===== src/rtl/cam_cap_pkg.sv =====
package cam_cap_pkg;

  typedef enum logic [1:0] {
    ST_IDLE    = 2'd0,
    ST_ARMED   = 2'd1,
    ST_CAPTURE = 2'd2
  } cap_state_e;

  // Low-order ones for the selected sample width code.
  function automatic logic [15:0] width_mask(input logic [1:0] code);
    logic [15:0] m;
    unique case (code)
      2'd0:    m = 16'h00FF;
      2'd1:    m = 16'h01FF;
      2'd2:    m = 16'h03FF;
      default: m = 16'h0FFF;
    endcase
    return m;
  endfunction

endpackage


===== src/rtl/cam_in_sync.sv =====
module cam_in_sync #(
  parameter int DATA_W = 12,
  parameter int STAGES = 2
) (
  input  logic              clk,
  input  logic              rst_n,
  input  logic              pclk_i,
  input  logic              hs_i,
  input  logic              vs_i,
  input  logic [DATA_W-1:0] data_i,
  input  logic              cfg_pclk_fall,
  input  logic              cfg_hs_low,
  input  logic              cfg_vs_low,
  output logic              px_evt,
  output logic              hs_act,
  output logic              vs_act,
  output logic [DATA_W-1:0] px_data
);
  localparam int BUS_W = DATA_W + 3;

  logic [STAGES-1:0][BUS_W-1:0] stage_q;
  logic [BUS_W-1:0]             bus_cur;
  logic                         pclk_prev_q;

  always_ff @(posedge clk or negedge rst_n) begin
    if (!rst_n) begin
      stage_q     <= '0;
      pclk_prev_q <= 1'b0;
    end else begin
      stage_q[0] <= {pclk_i, hs_i, vs_i, data_i};
      for (int s = 1; s < STAGES; s++) stage_q[s] <= stage_q[s-1];
      pclk_prev_q <= bus_cur[BUS_W-1];
    end
  end

  assign bus_cur = stage_q[STAGES-1];

  always_comb begin
    if (cfg_pclk_fall) px_evt = pclk_prev_q & ~bus_cur[BUS_W-1];
    else               px_evt = ~pclk_prev_q & bus_cur[BUS_W-1];
    hs_act  = bus_cur[BUS_W-2] ^ cfg_hs_low;
    vs_act  = bus_cur[BUS_W-3] ^ cfg_vs_low;
    px_data = bus_cur[DATA_W-1:0];
  end

endmodule


===== src/rtl/cam_sync_track.sv =====
module cam_sync_track #(
  parameter int CNT_W = 12
) (
  input  logic             clk,
  input  logic             rst_n,
  input  logic             px_evt,
  input  logic             hs_act,
  input  logic             vs_act,
  input  logic             cfg_col_en,
  input  logic             cfg_row_en,
  input  logic [CNT_W-1:0] cfg_col_first,
  input  logic [CNT_W-1:0] cfg_col_last,
  input  logic [CNT_W-1:0] cfg_row_first,
  input  logic [CNT_W-1:0] cfg_row_last,
  output logic             fs_evt,
  output logic             win_hit
);
  localparam logic [CNT_W-1:0] CNT_TOP = {CNT_W{1'b1}};

  logic             hs_prev_q, hs_prev_d;
  logic             vs_prev_q, vs_prev_d;
  logic [CNT_W-1:0] col_q, col_d, row_q, row_d;
  logic [CNT_W-1:0] col_idx;
  logic             line_end, col_ok, row_ok;

  always_comb begin
    col_idx  = hs_prev_q ? col_q : '0;
    line_end = px_evt & hs_prev_q & ~hs_act;
    fs_evt   = px_evt & vs_act & ~vs_prev_q;

    hs_prev_d = px_evt ? hs_act : hs_prev_q;
    vs_prev_d = px_evt ? vs_act : vs_prev_q;

    col_d = col_q;
    if (px_evt && hs_act) col_d = (col_idx == CNT_TOP) ? CNT_TOP : col_idx + 1'b1;

    row_d = row_q;
    if (fs_evt)        row_d = '0;
    else if (line_end) row_d = (row_q == CNT_TOP) ? CNT_TOP : row_q + 1'b1;

    col_ok  = ~cfg_col_en | ((col_idx >= cfg_col_first) & (col_idx <= cfg_col_last));
    row_ok  = ~cfg_row_en | ((row_q >= cfg_row_first) & (row_q <= cfg_row_last));
    win_hit = hs_act & col_ok & row_ok;
  end

  always_ff @(posedge clk or negedge rst_n) begin
    if (!rst_n) begin
      hs_prev_q <= 1'b0;
      vs_prev_q <= 1'b0;
      col_q     <= '0;
      row_q     <= '0;
    end else begin
      hs_prev_q <= hs_prev_d;
      vs_prev_q <= vs_prev_d;
      col_q     <= col_d;
      row_q     <= row_d;
    end
  end

endmodule


===== src/rtl/cam_cap_ctrl.sv =====
module cam_cap_ctrl
  import cam_cap_pkg::*;
(
  input  logic clk,
  input  logic rst_n,
  input  logic cmd_start,
  input  logic cmd_stop,
  input  logic cfg_continuous,
  input  logic fs_evt,
  output logic capturing,
  output logic active,
  output logic frame_open
);
  cap_state_e state_q, state_d;
  logic       stop_q, stop_d;

  always_comb begin
    state_d    = state_q;
    stop_d     = stop_q;
    frame_open = 1'b0;
    unique case (state_q)
      ST_IDLE: begin
        stop_d = 1'b0;
        if (cmd_start) state_d = ST_ARMED;
      end
      ST_ARMED, ST_CAPTURE: begin
        if (cmd_stop) stop_d = 1'b1;
        if (fs_evt) begin
          if (stop_q || cmd_stop || (state_q == ST_CAPTURE && !cfg_continuous)) begin
            state_d = ST_IDLE;
            stop_d  = 1'b0;
          end else begin
            state_d    = ST_CAPTURE;
            frame_open = 1'b1;
          end
        end
      end
      default: state_d = ST_IDLE;
    endcase
  end

  always_ff @(posedge clk or negedge rst_n) begin
    if (!rst_n) begin
      state_q <= ST_IDLE;
      stop_q  <= 1'b0;
    end else begin
      state_q <= state_d;
      stop_q  <= stop_d;
    end
  end

  assign capturing = (state_q == ST_CAPTURE);
  assign active    = (state_q != ST_IDLE);

endmodule


===== src/rtl/cam_out_stage.sv =====
module cam_out_stage #(
  parameter int DATA_W = 12
) (
  input  logic              clk,
  input  logic              rst_n,
  input  logic              px_evt,
  input  logic              keep,
  input  logic [DATA_W-1:0] px_data,
  input  logic              frame_open,
  input  logic              out_ready,
  output logic              out_valid,
  output logic [DATA_W-1:0] out_data,
  output logic              out_sof,
  output logic              out_eol
);
  logic              pend_vld_q, pend_vld_d;
  logic [DATA_W-1:0] pend_data_q, pend_data_d;
  logic              pend_sof_q, pend_sof_d;
  logic              sof_arm_q, sof_arm_d;
  logic              ov_q, ov_d, os_q, os_d, oe_q, oe_d;
  logic [DATA_W-1:0] od_q, od_d;
  logic              push;

  always_comb begin
    pend_vld_d  = pend_vld_q;
    pend_data_d = pend_data_q;
    pend_sof_d  = pend_sof_q;
    sof_arm_d   = sof_arm_q;
    push        = 1'b0;
    if (px_evt) begin
      // The held pixel is final in its row when the new sample is not kept.
      push       = pend_vld_q;
      pend_vld_d = keep;
      if (keep) begin
        pend_data_d = px_data;
        pend_sof_d  = sof_arm_q;
        sof_arm_d   = 1'b0;
      end
    end
    if (frame_open) sof_arm_d = 1'b1;

    ov_d = ov_q;
    od_d = od_q;
    os_d = os_q;
    oe_d = oe_q;
    if (ov_q && out_ready) ov_d = 1'b0;
    if (push && (!ov_q || out_ready)) begin
      ov_d = 1'b1;
      od_d = pend_data_q;
      os_d = pend_sof_q;
      oe_d = ~keep;
    end
  end

  always_ff @(posedge clk or negedge rst_n) begin
    if (!rst_n) begin
      pend_vld_q  <= 1'b0;
      pend_data_q <= '0;
      pend_sof_q  <= 1'b0;
      sof_arm_q   <= 1'b0;
      ov_q        <= 1'b0;
      od_q        <= '0;
      os_q        <= 1'b0;
      oe_q        <= 1'b0;
    end else begin
      pend_vld_q  <= pend_vld_d;
      pend_data_q <= pend_data_d;
      pend_sof_q  <= pend_sof_d;
      sof_arm_q   <= sof_arm_d;
      ov_q        <= ov_d;
      od_q        <= od_d;
      os_q        <= os_d;
      oe_q        <= oe_d;
    end
  end

  assign out_valid = ov_q;
  assign out_data  = od_q;
  assign out_sof   = os_q;
  assign out_eol   = oe_q;

endmodule


===== src/rtl/cam_capture_fe.sv =====
module cam_capture_fe
  import cam_cap_pkg::*;
#(
  parameter int DATA_W      = 12,
  parameter int CNT_W       = 12,
  parameter int SYNC_STAGES = 2
) (
  input  logic              clk,
  input  logic              rst_n,
  input  logic              cam_pclk,
  input  logic              cam_hsync,
  input  logic              cam_vsync,
  input  logic [DATA_W-1:0] cam_data,
  input  logic              cfg_pclk_fall,
  input  logic              cfg_hsync_low,
  input  logic              cfg_vsync_low,
  input  logic [1:0]        cfg_sample_bits,
  input  logic              cfg_col_crop_en,
  input  logic              cfg_row_crop_en,
  input  logic [CNT_W-1:0]  cfg_col_first,
  input  logic [CNT_W-1:0]  cfg_col_last,
  input  logic [CNT_W-1:0]  cfg_row_first,
  input  logic [CNT_W-1:0]  cfg_row_last,
  input  logic              cfg_continuous,
  input  logic              cmd_start,
  input  logic              cmd_stop,
  output logic              out_valid,
  input  logic              out_ready,
  output logic [DATA_W-1:0] out_data,
  output logic              out_sof,
  output logic              out_eol,
  output logic              status_active
);
  logic [1:0]        rst_pipe_q;
  logic              rst_sn;
  logic              px_evt, hs_act, vs_act;
  logic [DATA_W-1:0] px_raw, px_masked;
  logic [15:0]       mask16;
  logic              fs_evt, win_hit, capturing, frame_open, keep;

  // Asynchronous assertion, synchronous release.
  always_ff @(posedge clk or negedge rst_n) begin
    if (!rst_n) rst_pipe_q <= 2'b00;
    else        rst_pipe_q <= {rst_pipe_q[0], 1'b1};
  end
  assign rst_sn = rst_pipe_q[1];

  cam_in_sync #(.DATA_W(DATA_W), .STAGES(SYNC_STAGES)) u_in (
    .clk(clk), .rst_n(rst_sn),
    .pclk_i(cam_pclk), .hs_i(cam_hsync), .vs_i(cam_vsync), .data_i(cam_data),
    .cfg_pclk_fall(cfg_pclk_fall), .cfg_hs_low(cfg_hsync_low), .cfg_vs_low(cfg_vsync_low),
    .px_evt(px_evt), .hs_act(hs_act), .vs_act(vs_act), .px_data(px_raw)
  );

  cam_sync_track #(.CNT_W(CNT_W)) u_track (
    .clk(clk), .rst_n(rst_sn),
    .px_evt(px_evt), .hs_act(hs_act), .vs_act(vs_act),
    .cfg_col_en(cfg_col_crop_en), .cfg_row_en(cfg_row_crop_en),
    .cfg_col_first(cfg_col_first), .cfg_col_last(cfg_col_last),
    .cfg_row_first(cfg_row_first), .cfg_row_last(cfg_row_last),
    .fs_evt(fs_evt), .win_hit(win_hit)
  );

  cam_cap_ctrl u_ctrl (
    .clk(clk), .rst_n(rst_sn),
    .cmd_start(cmd_start), .cmd_stop(cmd_stop), .cfg_continuous(cfg_continuous),
    .fs_evt(fs_evt), .capturing(capturing), .active(status_active),
    .frame_open(frame_open)
  );

  always_comb begin
    mask16    = width_mask(cfg_sample_bits);
    px_masked = px_raw & mask16[DATA_W-1:0];
    keep      = px_evt & win_hit & capturing & ~fs_evt;
  end

  cam_out_stage #(.DATA_W(DATA_W)) u_out (
    .clk(clk), .rst_n(rst_sn),
    .px_evt(px_evt), .keep(keep), .px_data(px_masked), .frame_open(frame_open),
    .out_ready(out_ready), .out_valid(out_valid), .out_data(out_data),
    .out_sof(out_sof), .out_eol(out_eol)
  );

endmodule


===== config.mk =====
export PLATFORM = sky130hd
export DESIGN_NAME = cam_capture_fe
export DESIGN_NICKNAME = d
export VERILOG_FILES = /design/src/rtl/cam_cap_pkg.sv /design/src/rtl/cam_in_sync.sv /design/src/rtl/cam_sync_track.sv /design/src/rtl/cam_cap_ctrl.sv /design/src/rtl/cam_out_stage.sv /design/src/rtl/cam_capture_fe.sv
export SDC_FILE = /design/constraint.sdc
export NUM_CORES = 1
export LEC_CHECK = 0
export BUFFER_PORTS_ARGS = -buffer_cell sky130_fd_sc_hd__buf_4
export CAP_MARGIN = 20
export CORE_MARGIN = 3
export CORE_UTILIZATION = 40
export CTS_CLUSTER_SIZE = 12
export DETAILED_ROUTE_END_ITERATION = 8
export PLACE_DENSITY = 0.62
export RECOVER_POWER = 50
export REMOVE_ABC_BUFFERS = 1
export SKIP_LAST_GASP = 1
export SYNTH_ARGS = -nofsm -noshare
export SYNTH_HDL_FRONTEND = slang
export SYNTH_SLANG_ARGS = --single-unit

===== constraint.sdc =====
create_clock -name clk -period 2.51 [get_ports clk]
set_input_delay 0.6275 -clock clk [delete_from_list [all_inputs] [get_ports clk]]
set_output_delay 0.6275 -clock clk [all_outputs]
set_load 0.01 [all_outputs]

# == Word level (Yosys, flattened, before mapping) ==
# Cells that the tools add are included.
# classes
add_sub_neg,2
n_mul,0
div_mod_pow,0
n_lt_le_gt_ge,4
n_eq_ne,8
shift,0
mux,24
n_bitwise,26
reduce_logical,21
# op_table
operator,count
two-way mux 12 bit,5
case mux 12 bit (3 select lines),1
"adder 12 x 1 -> 12 bit, second input constant",2
"== test 12 bit, second input constant",2
>= comparator 12 bit,2
<= comparator 12 bit,2
bitwise AND 1 bit,13
two-way mux 1 bit,13
bitwise AND 12 bit,1
nonzero test 2 bit,6
NOT 1 bit,8
two-way mux 2 bit,3
AND reduction 2 bit,3
"== test 2 x 1 -> 1 bit, second input constant",2
"== test 2 bit, second input constant",2
logical AND 1 bit,4
logical NOT 2 bit,2
"!= test 2 bit, second input constant",2
case mux 2 bit (2 select lines),1
logical OR 1 bit,3
logical NOT 1 bit,2
OR 1 bit,2
case mux 1 bit (2 select lines),1
OR reduction 2 bit,1
bitwise XOR 1 bit,2
# word_totals
reg_bits,92
latchBits,0
mem_bits_rw,0
romBits,0
inputBits,76
out_inout_bits,16
word_cells,103
n_memories,0

# == Logic depth before layout (Yosys ltp) ==
# logic_depth
depth_word,12
depth_mapped,12
ltp_nobuf,10

# == By module ==
# From an unflattened synthesis, not the netlist that was laid out.
# hier_totals
cells_unflattened,476
area_unflattened_um2,5056.1
# by_module_without_submodules
mod,n_inst,cells_each,area_each_um2,seq_area_each_um2
cam_sync_track,1,330,2662.6,650.6
cam_out_stage,1,69,1173.6,750.7
cam_in_sync,1,48,905.9,775.7
cam_cap_ctrl,1,21,224.0,75.1
cam_capture_fe,1,8,90.1,50.0

# == Worst setup path before layout ==
# OpenSTA, ideal clock, no wires.
# synth_timing
path_kind,reg2reg
startpoint,register u_track.hs_prev_q
endpoint,register u_out.pend_data_q[10]
setup_ns,0.125
arrival_ns,2.767
setup_slack_ns,-0.382
path_stages_with_launch,13
n_path_buf,3
period_less_slack_ns,2.892
cell_sequence,dfrtp_1 -> clkbuf_1 -> clkbuf_1 -> and2_1 -> ha_1 -> a21oi_2 -> a21oi_2 -> nor3_2 -> nor2_1 -> a2111oi_4 -> o221ai_4 -> buf_6 -> mux2_4
# synth_via
elab_chain_len,10
elab_cells_between_ends,11
# synth_rtl
item,line,source
from (decl),cam_sync_track.sv:20,"logic hs_prev_q, hs_prev_d;"
from (signal assigned),cam_sync_track.sv:53,hs_prev_q <= hs_prev_d;
two-way mux 12 bit *,cam_sync_track.sv:27,col_idx = hs_prev_q ? col_q : '0;
>= comparator 12 bit or <= comparator 12 bit (tied branches),cam_sync_track.sv:41,col_ok = ~cfg_col_en | ((col_idx >= cfg_col_first) & (col_idx <= cfg_col_last));
bitwise AND 1 bit *,cam_sync_track.sv:41,
OR 1 bit *,cam_sync_track.sv:41,
bitwise AND 1 bit * (2 in a row),cam_sync_track.sv:43,win_hit = hs_act & col_ok & row_ok;
bitwise AND 1 bit * (3 in a row),cam_capture_fe.sv:74,keep = px_evt & win_hit & capturing & ~fs_evt;
AND reduction 2 bit (no source line) *,--,
to (signal assigned),cam_out_stage.sv:67,pend_data_q <= pend_data_d;
to (decl),cam_out_stage.sv:17,"logic [DATA_W-1:0] pend_data_q, pend_data_d;"
# Mark *: on every way between the ends. The rest lies on a longest branch, timed or not.
# A chain may end at the register's enable or synchronous reset.

# == Worst setup path after layout ==
# layout_timing
startpoint,register u_track.hs_prev_q
endpoint,register u_out.pend_data_q[5]
# Same word-level chain as after synthesis.

==> results.cfg <==
[status]
outcome = finished, violations left
failed_checks = max-capacitance violations, max-slew violations, negative setup slack

[die]
core_um2 = 12060
die_x_um = 117.3
dieArea_um2 = 13750
ioPinCount = 92
start_util = 0.4105
fp.dieH_um = 117.3
rows = 40

[power]
p_leak_nw = 3.431
powerDensity_nw_per_um2 = 650.4
pwr-share-comb = 0.253
switching_power_mw = 1.301
swShare = 0.3028
power_mw = 4.295
p_seq_frac = 0.420
clkPwrFrac = 0.326
vdd_ir_drop_max_v = 0.0004402
internal_power_mw = 2.995

[min_path]
hold_class = primary input to async pin

[finish]
area_growth_pct = 33.38
final_cells = 779
n_fill_cell = 1102
utilization = 0.5475
fin_nets = 734
drive_gt1_frac = 0.3372
stdcell_area_um2 = 6604
n_antenna_cell = 0

[global_route]
grt_max_degree = 47
antenna_found_initial = 0
grt-ovfl-total = 0
grt_use_total = 0.1611
grt_pass1_vias = 3823
grt_pass1_wl_um = 17530

[drt]
drt_iter0_drc = 130
routed_wl_um = 10870
wl_met1_um = 4555
wl_met3_um = 498
wl_per_cell_um = 13.95
via_per_inst = 5.024
highest_layer = met4
vias = 3914
drt_first_pass_iters = 4
drc = 0
postRouteAntennaNets = 0
route.met2.wl_um = 5607

[clocking]
cts-root-buf = clkbuf_16
numCtsBuffers = 9
clock_path_buffers = 2
htreeDepth = 3
clk_pin_slew_ns = 0.07
cts_tree = done
clk-insertion-delay-late_ns = 0.34
cts.sinks = 92

[logic_synthesis]
async_flop_share = 1.000
syn_avg_cell_area_um2 = 10.34
synth-edff-count = 0
synth_top_area_cell = dfrtp_1
synth.distinct_cells = 56
syn-instance-count = 479
synth_flop_cell = dfrtp_1
ys_seq_area_frac = 0.4650
synth_area_leaders = dfrtp_1 (46%), ha_1 (13%), inv_1 (4.3%), mux2_2 (4.1%), a21oi_1 (3.6%)
synth_top_area_frac = 0.4650
synth_seq_cells = 92
synth_warnings = 0
synth_area_um2 = 4951

[placed_design]
io_buffers = 91
placed_cells = 756
dp_hpwl_um = 8135
place_congestion = 0.8138
placed_area_um2 = 6051

[setup_path]
path_max_fanout = 8
startpoint = u_track.hs_prev_q
cp.arrival_ns = 2.74
cp.required_ns = 2.73
path_class = flop to flop
cp-end-kind = flop
cp-start-kind = flop
r2r_start = u_track.hs_prev_q

[timing]
fmax_mhz = 397.4
worst_slew_pin_slew_ns = 1.893
maxSlewViolCount = 46
setup_viol = 3
fin_worst_skew_ns = 0.004598
slew_headroom = -0.2621
setup_slack_ns = -0.006346
layout_min_cycle_time_ns = 2.516
finalCritPeriodShare = 1.003
hold_violations = 0
rsz0062_at_grt = yes

[run]
maxCapViolCount = 1
power by group through the flow:
stage | Sequential [mW] | Combinational (mW) | Clock, mW
after floorplan | 1.82 | 0.585 | 0
after CTS | 1.81 | 1.06 | 1.44
after global routing | 1.84 | 1.24 | 1.50
final | 1.81 | 1.09 | 1.40
after detailed placement | 1.83 | 0.994 | 0
after global placement | 1.83 | 0.943 | 0
repair_timing:
action	in CTS	in global routing
gates resized for setup	24	16
buffers inserted	4	2
gates cloned	1	0
pin swaps	0	8
endpoints found under the setup margin	24	23
hold buffers	0	0
stage by stage:
stage | TNS [ns] | setup WS, ns | hold slack (ns)
after floorplan | -22.95 | -0.2423 | 0.3312
after global placement | -1.878 | -0.1673 | 0.3325
after detailed placement | -3.589 | -0.2400 | 0.3347
after CTS | -0.5709 | -0.07104 | 0.04344
after global routing | -0.9318 | -0.1051 | 0.05783
final | -0.01061 | -0.006346 | 0.06134
flip-flops by register name, indices dropped and copies added (netlist names), 2 cells and up:
register / count
u_in.bus_cur: 15
u_track.col_q: 12
u_in.stage_q: 15
u_ctrl.state_q: 2
u_track.row_q: 12
rst_pipe_q: 2
u_out.pend_data_q: 12
u_out.out_data: 12
worst max-delay path, stage by stage (launching register included):
cell and delay [ns]:
dfrtp_2 0.48, buf_6 0.15, and2_4 0.14, ha_4 0.26
and4_4 0.22, nand3_2 0.10, a21oi_2 0.18, a2111oi_4 0.06
o221ai_4 0.26, clkbuf_16 0.22, mux2_2 0.33
layout by cell type (no fill, tap or decap), types with 8 or more instances in the layout:
| cell type | synthesis | final |
|---|---|---|
| a21oi_1 | 36 | 33 |
| and3_1 | 9 | 8 |
| buf_4 | 0 | 104 |
| clkbuf_16 | 0 | 10 |
| clkbuf_4 | 0 | 15 |
| dfrtp_1 | 92 | 91 |
| ha_1 | 52 | 46 |
| inv_1 | 57 | 57 |
| mux2_2 | 18 | 18 |
| nand2_1 | 36 | 36 |
| nand3_1 | 18 | 17 |
| nand4_1 | 8 | 8 |
| nor2_1 | 22 | 20 |
| nor2b_1 | 8 | 8 |
| o21ai_0 | 26 | 22 |
layer usage:
metal | track usage | vias to the layer above
met5 | 0 | -
met4 | 0.04664 | 0
met3 | 0.02982 | 18
met1 | 0.2012 | 1888
li1 | - | 1908
met2 | 0.2839 | 100
worst paths after layout:
| kind | slack [ns] | cells past startpoint | end |
|---|---|---|---|
| worst max-delay path | -0.006 | 10 | u_out.pend_data_q[5] |
| worst min-delay path | 0.06 | 1 | rst_pipe_q[0] |
| worst max register to register | -0.006 | 10 | u_out.pend_data_q[5] |
| worst min register to register | 0.35 | 0 | u_in.bus_cur[6] |
| max in group asynchronous | 0.48 | 0 | u_track.hs_prev_q |
| min in group clk | 0.35 | 0 | u_in.bus_cur[6] |
cells by family after synthesis:
family,after synthesis,share of synthesized area
DFF,92,0.4650
buffers and inverters,68,0.05383
xor gates and xnor gates,4,0.007077
adders and majority gates,52,0.1314
muxes,27,0.06419
other,1,0.0007574
AOI/OAI and AO/OA,93,0.1238
and+or+nand+nor,142,0.1539
area by class of cell:
cell class	instances	area, µm²	share of cell area
clock buffers	9	225.2	0.03410
flip-flops and latches	92	2303	0.3488
multi-input cells	319	2545	0.3854
clock inverters	7	90.09	0.01364
well taps	168	210.2	0.03183
inverters	57	214.0	0.03240
repair buffers	127	1016	0.1538
cells in the mapped netlist (9+ instances only):
cell type  instances
and3_1             9
nand3_1           18
nand2_1           36
a21oi_1           36
inv_1             57
o21ai_0           26
ha_1              52
nor2_1            22
mux2_2            18
dfrtp_1           92
and2_1             9
Power figures use the tool's default switching activity.
